**src/rtl/gcfg_pkg.sv**
```systemverilog
package gcfg_pkg;
  localparam int REG_W     = 8;
  localparam int BIT_PD    = 0;
  localparam int IVC_LSB   = 1;
  localparam int IVC_W     = 2;
  localparam int BIT_SYNC  = 6;
  localparam int BIT_LOCK  = 7;

  typedef struct packed {
    logic             lock;
    logic [IVC_W-1:0] ivc;
    logic             pd;
  } cfg_t;
endpackage

```
**src/rtl/gcfg_decode.sv**
```systemverilog
module gcfg_decode #(
  parameter int ADDR_W    = 8,
  parameter int NUM_ALIAS = 2,
  parameter logic [NUM_ALIAS*ADDR_W-1:0] ALIASES = '0
) (
  input  logic              cs_n,
  input  logic              wr_en,
  input  logic              rd_en,
  input  logic [ADDR_W-1:0] addr,
  output logic              wr_hit,
  output logic              rd_hit
);
  logic [NUM_ALIAS-1:0] match;

  for (genvar g = 0; g < NUM_ALIAS; g++) begin : g_alias
    assign match[g] = (addr == ALIASES[g*ADDR_W +: ADDR_W]);
  end

  assign wr_hit = !cs_n && wr_en && (|match);
  assign rd_hit = !cs_n && rd_en && (|match);
endmodule

```
**src/rtl/gcfg_store.sv**
```systemverilog
module gcfg_store
  import gcfg_pkg::*;
(
  input  logic             clk,
  input  logic             rst_n,
  input  logic             sw_rst,
  input  logic             wr_hit,
  input  logic [REG_W-1:0] wdata,
  output cfg_t             cfg
);
  always_ff @(posedge clk or negedge rst_n) begin
    if (!rst_n) begin
      cfg <= '0;
    end else if (sw_rst) begin
      cfg <= '0;
    end else if (wr_hit) begin
      cfg.lock <= wdata[BIT_LOCK];
      cfg.ivc  <= wdata[IVC_LSB +: IVC_W];
      cfg.pd   <= wdata[BIT_PD];
    end
  end

  p_hold_without_write_r3: assert property (@(posedge clk) disable iff (!rst_n)
    (!wr_hit && !sw_rst) |=> $stable(cfg));

  p_swrst_clears_r10: assert property (@(posedge clk) disable iff (!rst_n)
    sw_rst |=> (cfg == '0));
endmodule

```
**src/rtl/gcfg_mode_seq.sv**
```systemverilog
module gcfg_mode_seq #(
  parameter int GUARD_CYC = 2
) (
  input  logic clk,
  input  logic rst_n,
  input  logic sw_rst,
  input  logic wr_hit,
  input  logic req_sync,
  input  logic cs_n,
  output logic sync_mode,
  output logic sync_ready
);
  localparam int CNT_W = $clog2(GUARD_CYC + 1);
  localparam logic [CNT_W-1:0] GUARD_LOAD = CNT_W'(GUARD_CYC);

  logic             armed;
  logic [CNT_W-1:0] guard_cnt;
  logic             commit;

  assign commit = armed && cs_n;

  always_ff @(posedge clk or negedge rst_n) begin
    if (!rst_n) begin
      armed     <= 1'b0;
      sync_mode <= 1'b0;
      guard_cnt <= '0;
    end else if (sw_rst) begin
      armed     <= 1'b0;
      sync_mode <= 1'b0;
      guard_cnt <= '0;
    end else begin
      if (commit) begin
        armed     <= 1'b0;
        sync_mode <= 1'b1;
        guard_cnt <= GUARD_LOAD;
      end else begin
        if (!sync_mode && wr_hit && req_sync) armed <= 1'b1;
        if (guard_cnt != '0) guard_cnt <= guard_cnt - 1'b1;
      end
    end
  end

  assign sync_ready = sync_mode && (guard_cnt == '0);

  p_oneway_r9: assert property (@(posedge clk) disable iff (!rst_n)
    (sync_mode && !sw_rst) |=> sync_mode);

  p_commit_on_negate_r7: assert property (@(posedge clk) disable iff (!rst_n)
    $rose(sync_mode) |-> $past(cs_n));

  p_guard_start_r8: assert property (@(posedge clk) disable iff (!rst_n)
    $rose(sync_mode) |-> !sync_ready);

  p_ready_stays_r8: assert property (@(posedge clk) disable iff (!rst_n)
    (sync_ready && !sw_rst) |=> sync_ready);
endmodule

```
**src/rtl/gcfg_reg.sv**
```systemverilog
module gcfg_reg
  import gcfg_pkg::*;
#(
  parameter int ADDR_W    = 8,
  parameter logic [ADDR_W-1:0] ALIAS_LO = 8'h1E,
  parameter logic [ADDR_W-1:0] ALIAS_HI = 8'h5E,
  parameter int GUARD_CYC = 2
) (
  input  logic              clk,
  input  logic              rst_n,
  input  logic              sw_rst,
  input  logic              cs_n,
  input  logic              wr_en,
  input  logic              rd_en,
  input  logic [ADDR_W-1:0] addr,
  input  logic [7:0]        wdata,
  output logic [7:0]        rdata,
  output logic              pwr_down,
  output logic [1:0]        ivec_ctl,
  output logic              sync_mode,
  output logic              sync_ready,
  output logic              addr_enable
);
  logic wr_hit, rd_hit;
  cfg_t cfg;

  gcfg_decode #(
    .ADDR_W   (ADDR_W),
    .NUM_ALIAS(2),
    .ALIASES  ({ALIAS_HI, ALIAS_LO})
  ) u_decode (
    .cs_n  (cs_n),
    .wr_en (wr_en),
    .rd_en (rd_en),
    .addr  (addr),
    .wr_hit(wr_hit),
    .rd_hit(rd_hit)
  );

  gcfg_store u_store (
    .clk   (clk),
    .rst_n (rst_n),
    .sw_rst(sw_rst),
    .wr_hit(wr_hit),
    .wdata (wdata),
    .cfg   (cfg)
  );

  gcfg_mode_seq #(.GUARD_CYC(GUARD_CYC)) u_mode (
    .clk       (clk),
    .rst_n     (rst_n),
    .sw_rst    (sw_rst),
    .wr_hit    (wr_hit),
    .req_sync  (wdata[BIT_SYNC]),
    .cs_n      (cs_n),
    .sync_mode (sync_mode),
    .sync_ready(sync_ready)
  );

  always_comb begin
    rdata = '0;
    if (rd_hit) begin
      rdata[BIT_LOCK]              = cfg.lock;
      rdata[BIT_SYNC]              = sync_mode;
      rdata[IVC_LSB +: IVC_W]      = cfg.ivc;
      rdata[BIT_PD]                = cfg.pd;
    end
  end

  assign pwr_down    = cfg.pd;
  assign ivec_ctl    = cfg.ivc;
  assign addr_enable = !cfg.lock;

  p_pd_follows_write_r4: assert property (@(posedge clk) disable iff (!rst_n)
    (wr_hit && !sw_rst) |=> (pwr_down == $past(wdata[BIT_PD])));

  p_hwrst_state_r1: assert property (@(posedge clk) disable iff (!rst_n)
    $rose(rst_n) |-> (!sync_mode && !pwr_down && addr_enable));
endmodule

```
**config.mk**
```make
export PLATFORM = sky130hd
export DESIGN_NAME = gcfg_reg
export DESIGN_NICKNAME = d
export VERILOG_FILES = /design/src/rtl/gcfg_pkg.sv /design/src/rtl/gcfg_decode.sv /design/src/rtl/gcfg_store.sv /design/src/rtl/gcfg_mode_seq.sv /design/src/rtl/gcfg_reg.sv
export SDC_FILE = /design/constraint.sdc
export NUM_CORES = 1
export LEC_CHECK = 0
export CORE_AREA = 2 2 39 41
export DETAILED_ROUTE_END_ITERATION = 7
export DIE_AREA = 0 0 41 43
export DONT_BUFFER_PORTS = 1
export HOLD_SLACK_MARGIN = 0.15
export PLACE_DENSITY = 0.58
export SYNTH_ARGS = -nofsm -noshare
export SYNTH_HDL_FRONTEND = slang
export SYNTH_SLANG_ARGS = --single-unit
export TNS_END_PERCENT = 20
```
**constraint.sdc**
```tcl
create_clock -name clk -period 1.1 [get_ports clk]
set_input_delay 0.22 -clock clk [delete_from_list [all_inputs] [get_ports clk]]
set_output_delay 0.22 -clock clk [all_outputs]
set_load 0.005 [all_outputs]
```
==> results.cfg, run 1 <==
[yosys]
yosysWarnings = 0
synthMuxAreaShare = 0.02169
ys_types = 23
synth_edf_count = 0
ys_top_cells_by_count = dfrtp_1 (8), inv_1 (7), nor2_1 (7)
syn_inst = 55
seq_area_frac_synth = 0.3855
synth_top_family_by_area = simple AND/OR/NAND/NOR gates
yosys.area_share.simple = 0.2819
synth_fa_ha_area_frac = 0.02410
synth_compound_area_frac = 0.1301
async_flop_share = 1.000
synth-seq-cells = 8
synth_top_area_frac = 0.3855
synth.most_common_cell = dfrtp_1
yosys.area.top_type = dfrtp_1
synth-main-ff-cell = dfrtp_1
avgSynthCellArea_um2 = 9.441
synthTopCellsByArea = dfrtp_1 (39%), buf_4 (7.2%), inv_1 (5.1%)
netlist_area_um2 = 519.2
synth_xor_area_frac = 0.01687

[grt]
grt_usage = 0.1601
antenna_found_initial = 0
grt_pass1_vias = 434
grt_first_pass_wirelength_um = 1835
grt.overflow.total = 0
grt_max_degree = 9

[timing]
max_freq_mhz = 844.5
fin_hold_ws_ps = 167.3
period_share = 1.077
timing.final.ws_setup_ps = -84.17
hold_viol = 0
fin_crit_ps = 1184
final-max-slew-violation-count = 0
report.final.setup_viol = 2
clock_skew_ps = 5.131
rsz0062_at_grt = true

[placement]
post-dp-hpwl_um = 873.2
gp_congestion = 0.7168
portBuffers = 0

[run]
drv_cap = 0

[final_layout]
multiInputGateArea_um2 = 287.8
fin_nets = 88
utilization = 0.4593
ff_latch_area_um2 = 200.2
drive_above_1_share = 0.3810
antenna_cells = 0
fillers = 145
area_growth_pct = 22.41

[detailed_routing]
routed_wl_um = 1136
drc = 0
first_iter_violations = 3
dr.pass1.iters = 4
final_antenna_net_count = 0
post_drt_via_cell_ratio = 5.127
via_count = 405
wire_per_inst_um = 14.38

[worst_setup_path]
critPathRequiredTime_ps = 880
end_kind = output port
crit_arrival_ps = 960
cp-start-kind = flip-flop
crit_slowest_cell = dfrtp_1
critical_path_peak_fanout = 3
cp.buffers_inverters = 1
crit_chain = inv_2, ha_4, and2_4
path_delay_family = flip-flops
critical-path-max-stage-delay_ps = 380
path_class = flip-flop to output port

[power_and_ir_drop]
power_density_nw_per_um2 = 1535
ir_drop_mv = 0.4613
power_leakage_nw = 0.2710
p_int_mw = 0.7037
power_mw = 0.9760
clockPowerShare = 0.231
seqPwrFrac = 0.349
power.combinational.fraction = 0.419
switching_share = 0.2790
power.switching_mw = 0.2723

[floorplan]
coreArea_um2 = 1384
chipHeight_um = 43
row_count = 14
die-area_um2 = 1763
pin_count = 36
start_util = 0.3752
fp.dieW_um = 41

[clock_network]
clk_latency_ps = 250
clkTransAtPathRegs_ps = 60
cts_made_buffers = 3
cts.sinks = 8
cts_tree = done
cts.path.max_buffers = 2
cts_root_buf = clkbuf_4
htree_levels = 1

[run_status]
status = complete, but fails checks
violations = negative setup slack

[worst_hold_path]
hp-class = primary input to flip-flop
[layer usage]
layer	wire, um	up-vias	share of wire	global-route usage
met2	632	16	0.56	0.2688
li1	-	198	-	-
met1	425	189	0.37	0.1656
met4	7	0	0.0062	0.1200
met3	70	2	0.062	0.02094
met5	0	-	0	0
[path summary, 6_finish.rpt]
kind                                startpoint                  end  slack (ps)  cells past startpoint
max in group asynchronous                rst_n     u_mode.sync_mode         530                      1
min reg2reg                       u_mode.armed         u_mode.armed         560                      1
max reg2reg                u_mode.guard_cnt[0]  u_mode.guard_cnt[1]         -60                      5
min                                       cs_n  u_mode.guard_cnt[1]         170                      2
min in group asynchronous                rst_n  u_mode.guard_cnt[0]         310                      1
max                        u_mode.guard_cnt[0]           sync_ready         -80                      3
[power groups by stage]
| stage | Sequential (mW) | Clock (mW) | Combinational, mW |
|---|---|---|---|
| final | 0.341 | 0.226 | 0.409 |
| after CTS | 0.341 | 0.233 | 0.420 |
| after global routing | 0.342 | 0.247 | 0.456 |
| after detailed placement | 0.341 | 0 | 0.328 |
| after global placement | 0.340 | 0 | 0.308 |
| after floorplan | 0.341 | 0 | 0.270 |
[cell usage in the layout (no fill, tap or decap), types with 2 or more instances in the layout]
cell type and n:
inv_2 3, o31ai_2 2, and2b_1 2, o31ai_1 2, nand4_1 4, conb_1 3, dfrtp_1 8, clkbuf_4 3
nor2_1 6, nor2b_1 2, dlygate4sd3_1 3, nand2_1 2, inv_1 4, buf_4 5
[area by class of cell]
cell class	instances	share of cell area
clock buffer	3	0.03543
inverter	7	0.04134
multi-input combinational	36	0.4528
sequential	8	0.3150
tap	16	0.03150
timing repair buffer	9	0.1240
[state kept, by name (all words and copies together), names as in the netlist]
signal	count
u_mode.armed	1
u_mode.sync_mode	1
u_mode.guard_cnt	2
u_store.cfg	4
[what timing repair did]
| action | CTS | global route |
|---|---|---|
| endpoints found under the setup margin | 7 | 7 |
| resized for setup | 7 | 0 |
| hold buffers | 3 | 0 |
| hold endpoints to repair | 15 | 0 |
| setup buffers | 2 | 0 |
| pin swaps | 3 | 0 |
| gates cloned | 0 | 0 |
[worst register-to-register path: cells and delay by family (launching register included)]
family          cells  cell delay, ps
flops               1             360
mux                 1             300
buf+inv             2             180
fa+ha+maj           1             150
compound gates      1             100
[cell families after synthesis]
| family | after synthesis |
|---|---|
| other | 1 |
| AOI/OAI and AO/OA | 7 |
| xor gates and xnor gates | 1 |
| buffers and inverters | 13 |
| DFF | 8 |
| muxes | 1 |
| and+or+nand+nor | 23 |
| adders and majority gates | 1 |
[metrics by stage]
stage	setup TNS [ps]	cells	area (um^2)	setup WS, ps
global route	-326.5	79	635.6	-135.5
detailed placement	-278.4	71	554.3	-59.88
global placement	-300.0	71	554.3	-72.84
CTS	-160.4	79	635.6	-96.29
finish	-141.8	79	635.6	-84.17
floorplan	0	57	546.8	14.78
Power figures use the tool's default switching activity.
==> run 2: changes to the inputs <==
==> constraint.sdc (replaced) <==
create_clock -name clk -period 1.1 [get_ports clk]
set_input_delay 0.33 -clock clk [delete_from_list [all_inputs] [get_ports clk]]
set_output_delay 0.33 -clock clk [all_outputs]
set_load 0.005 [all_outputs]
==> results.cfg, run 2 (synthesized netlist as in run 1, its figures left out) <==
[detailed_routing]
wire_per_inst_um = 13.91
final_antenna_net_count = 0
first_iter_violations = 2
post_drt_via_cell_ratio = 5.152
drc = 0
via_count = 407
dr.pass1.iters = 2
routed_wl_um = 1099

[grt]
antenna_found_initial = 0
grt_first_pass_wirelength_um = 1697
grt_pass1_vias = 386
grt.overflow.total = 0
grt_usage = 0.1488
grt_max_degree = 12

[power_and_ir_drop]
power_leakage_nw = 0.2763
power_density_nw_per_um2 = 1539
ir_drop_mv = 0.4431
power.switching_mw = 0.2835
seqPwrFrac = 0.340
switching_share = 0.2816
clockPowerShare = 0.227
p_int_mw = 0.7234
power_mw = 1.007
power.combinational.fraction = 0.433

[final_layout]
fin_nets = 88
drive_above_1_share = 0.4444
largestRegisters = u_store.cfg: 4 flops, u_mode.guard_cnt: 2 flops
utilization = 0.4729
regMostFlops = u_store.cfg
largest_register_ffs = 4
area_growth_pct = 26.02
fillers = 136
antenna_cells = 0
final_common_cell = dfrtp_1
final_cell_mix = dfrtp_1 (8), buf_4 (6), inv_1 (4), nor2_2 (4), nand4_1 (4)

[floorplan]
pin_count = 36
chipHeight_um = 43
coreArea_um2 = 1384
start_util = 0.3752
fp.dieW_um = 41
die-area_um2 = 1763
row_count = 14

[clock_network]
cts_made_buffers = 3
cts_root_buf = clkbuf_4
clk_latency_ps = 260
cts.sinks = 8
cts_tree = done
clkTransAtPathRegs_ps = 50
cts.path.max_buffers = 2
htree_levels = 1

[timing]
max_freq_mhz = 766.8
fin_crit_ps = 1304
final-max-slew-violation-count = 0
clock_skew_ps = 0.03642
hold_viol = 0
period_share = 1.186
rsz0062_at_grt = true
report.final.setup_viol = 8
timing.final.ws_setup_ps = -204.1

[placement]
gp_congestion = 0.6429
post-dp-hpwl_um = 850.5
portBuffers = 0

[worst_hold_path]
whs_path_depth = 1
min_to = u_store.cfg[1]
hp-class = primary input to flip-flop
worstHoldStart = sw_rst

[worst_setup_path]
rr_endpoint = u_mode.guard_cnt[1]
crit_arrival_ps = 970
end_kind = output port
r2r_slack_ps = -70
critical_path_peak_fanout = 2
rr_worst_depth = 5
r2r-start = u_mode.guard_cnt[0]
cp-start-kind = flip-flop
crit_slowest_cell = dfrtp_1
critPathRequiredTime_ps = 770
critical-path-max-stage-delay_ps = 380
path_class = flip-flop to output port
crit_chain = inv_2, ha_4, and2_4

[run_status]
violations = negative setup slack
status = complete, but fails checks

[run]
drv_cap = 0
## run 2: cell counts in the layout (fill, tap and decap cells not counted)
No cell type changed its count.
## run 2: timing repair
item,in CTS,in global routing
endpoints found under the hold margin,11,1
pin swaps,2,1
gates resized for setup,7,5
endpoints found under the setup margin,7,9
setup buffers,1,0
hold buffers,2,1
## run 2: stage by stage
step	hold slack, ps	std cells	cell area [um^2]	setup TNS, ps	setup WS (ps)
after floorplan	34.41	57	541.8	-752.0	-134.8
final	153.2	79	654.4	-1149	-204.1
after global routing	155.8	79	654.4	-1481	-256.7
after detailed placement	34.55	72	556.8	-1644	-186.6
after CTS	150.2	78	629.4	-1222	-217.9
after global placement	34.54	72	556.8	-1580	-191.8
## run 2: per-layer routing
metal / vias to the layer above / global-route usage / part of all wire
li1: 194 / - / -
met4: 0 / 0.1200 / 0.035
met3: 5 / 0.05236 / 0.070
met5: - / 0 / 0
met1: 191 / 0.1683 / 0.35
met2: 17 / 0.2125 / 0.55
## run 2: power by group through the flow
stage | clock network, mW | registers, mW | logic [mW]
detailed placement | 0 | 0.342 | 0.245
global route | 0.247 | 0.346 | 0.487
finish | 0.228 | 0.342 | 0.436
floorplan | 0 | 0.341 | 0.180
CTS | 0.232 | 0.340 | 0.386
global placement | 0 | 0.341 | 0.242
## run 2: how the worst max path moves through the flow
stage                              startpoint          to
after floorplan                       addr[0]    rdata[0]
after global placement                addr[0]    rdata[7]
after detailed placement              addr[0]    rdata[1]
after CTS                 u_mode.guard_cnt[0]  sync_ready
after global routing      u_mode.guard_cnt[0]  sync_ready
final                     u_mode.guard_cnt[0]  sync_ready
## run 2: cell type report
cell class | count | area [um^2] | share of cell area
clock buffers | 3 | 22.52 | 0.03442
inverters | 7 | 26.28 | 0.04015
multi-input cells | 36 | 310.3 | 0.4742
flip-flops and latches | 8 | 200.2 | 0.3059
well taps | 16 | 20.02 | 0.03059
repair buffers | 9 | 75.07 | 0.1147
## run 2: worst max-delay path, delay by kind of cell, from the launching register on
family / cells / cell delay [ps]
adder cells (fa/ha/maj): 1 / 130
buffers and inverters: 1 / 70
flip-flops: 1 / 380
AND/OR/NAND/NOR: 1 / 130
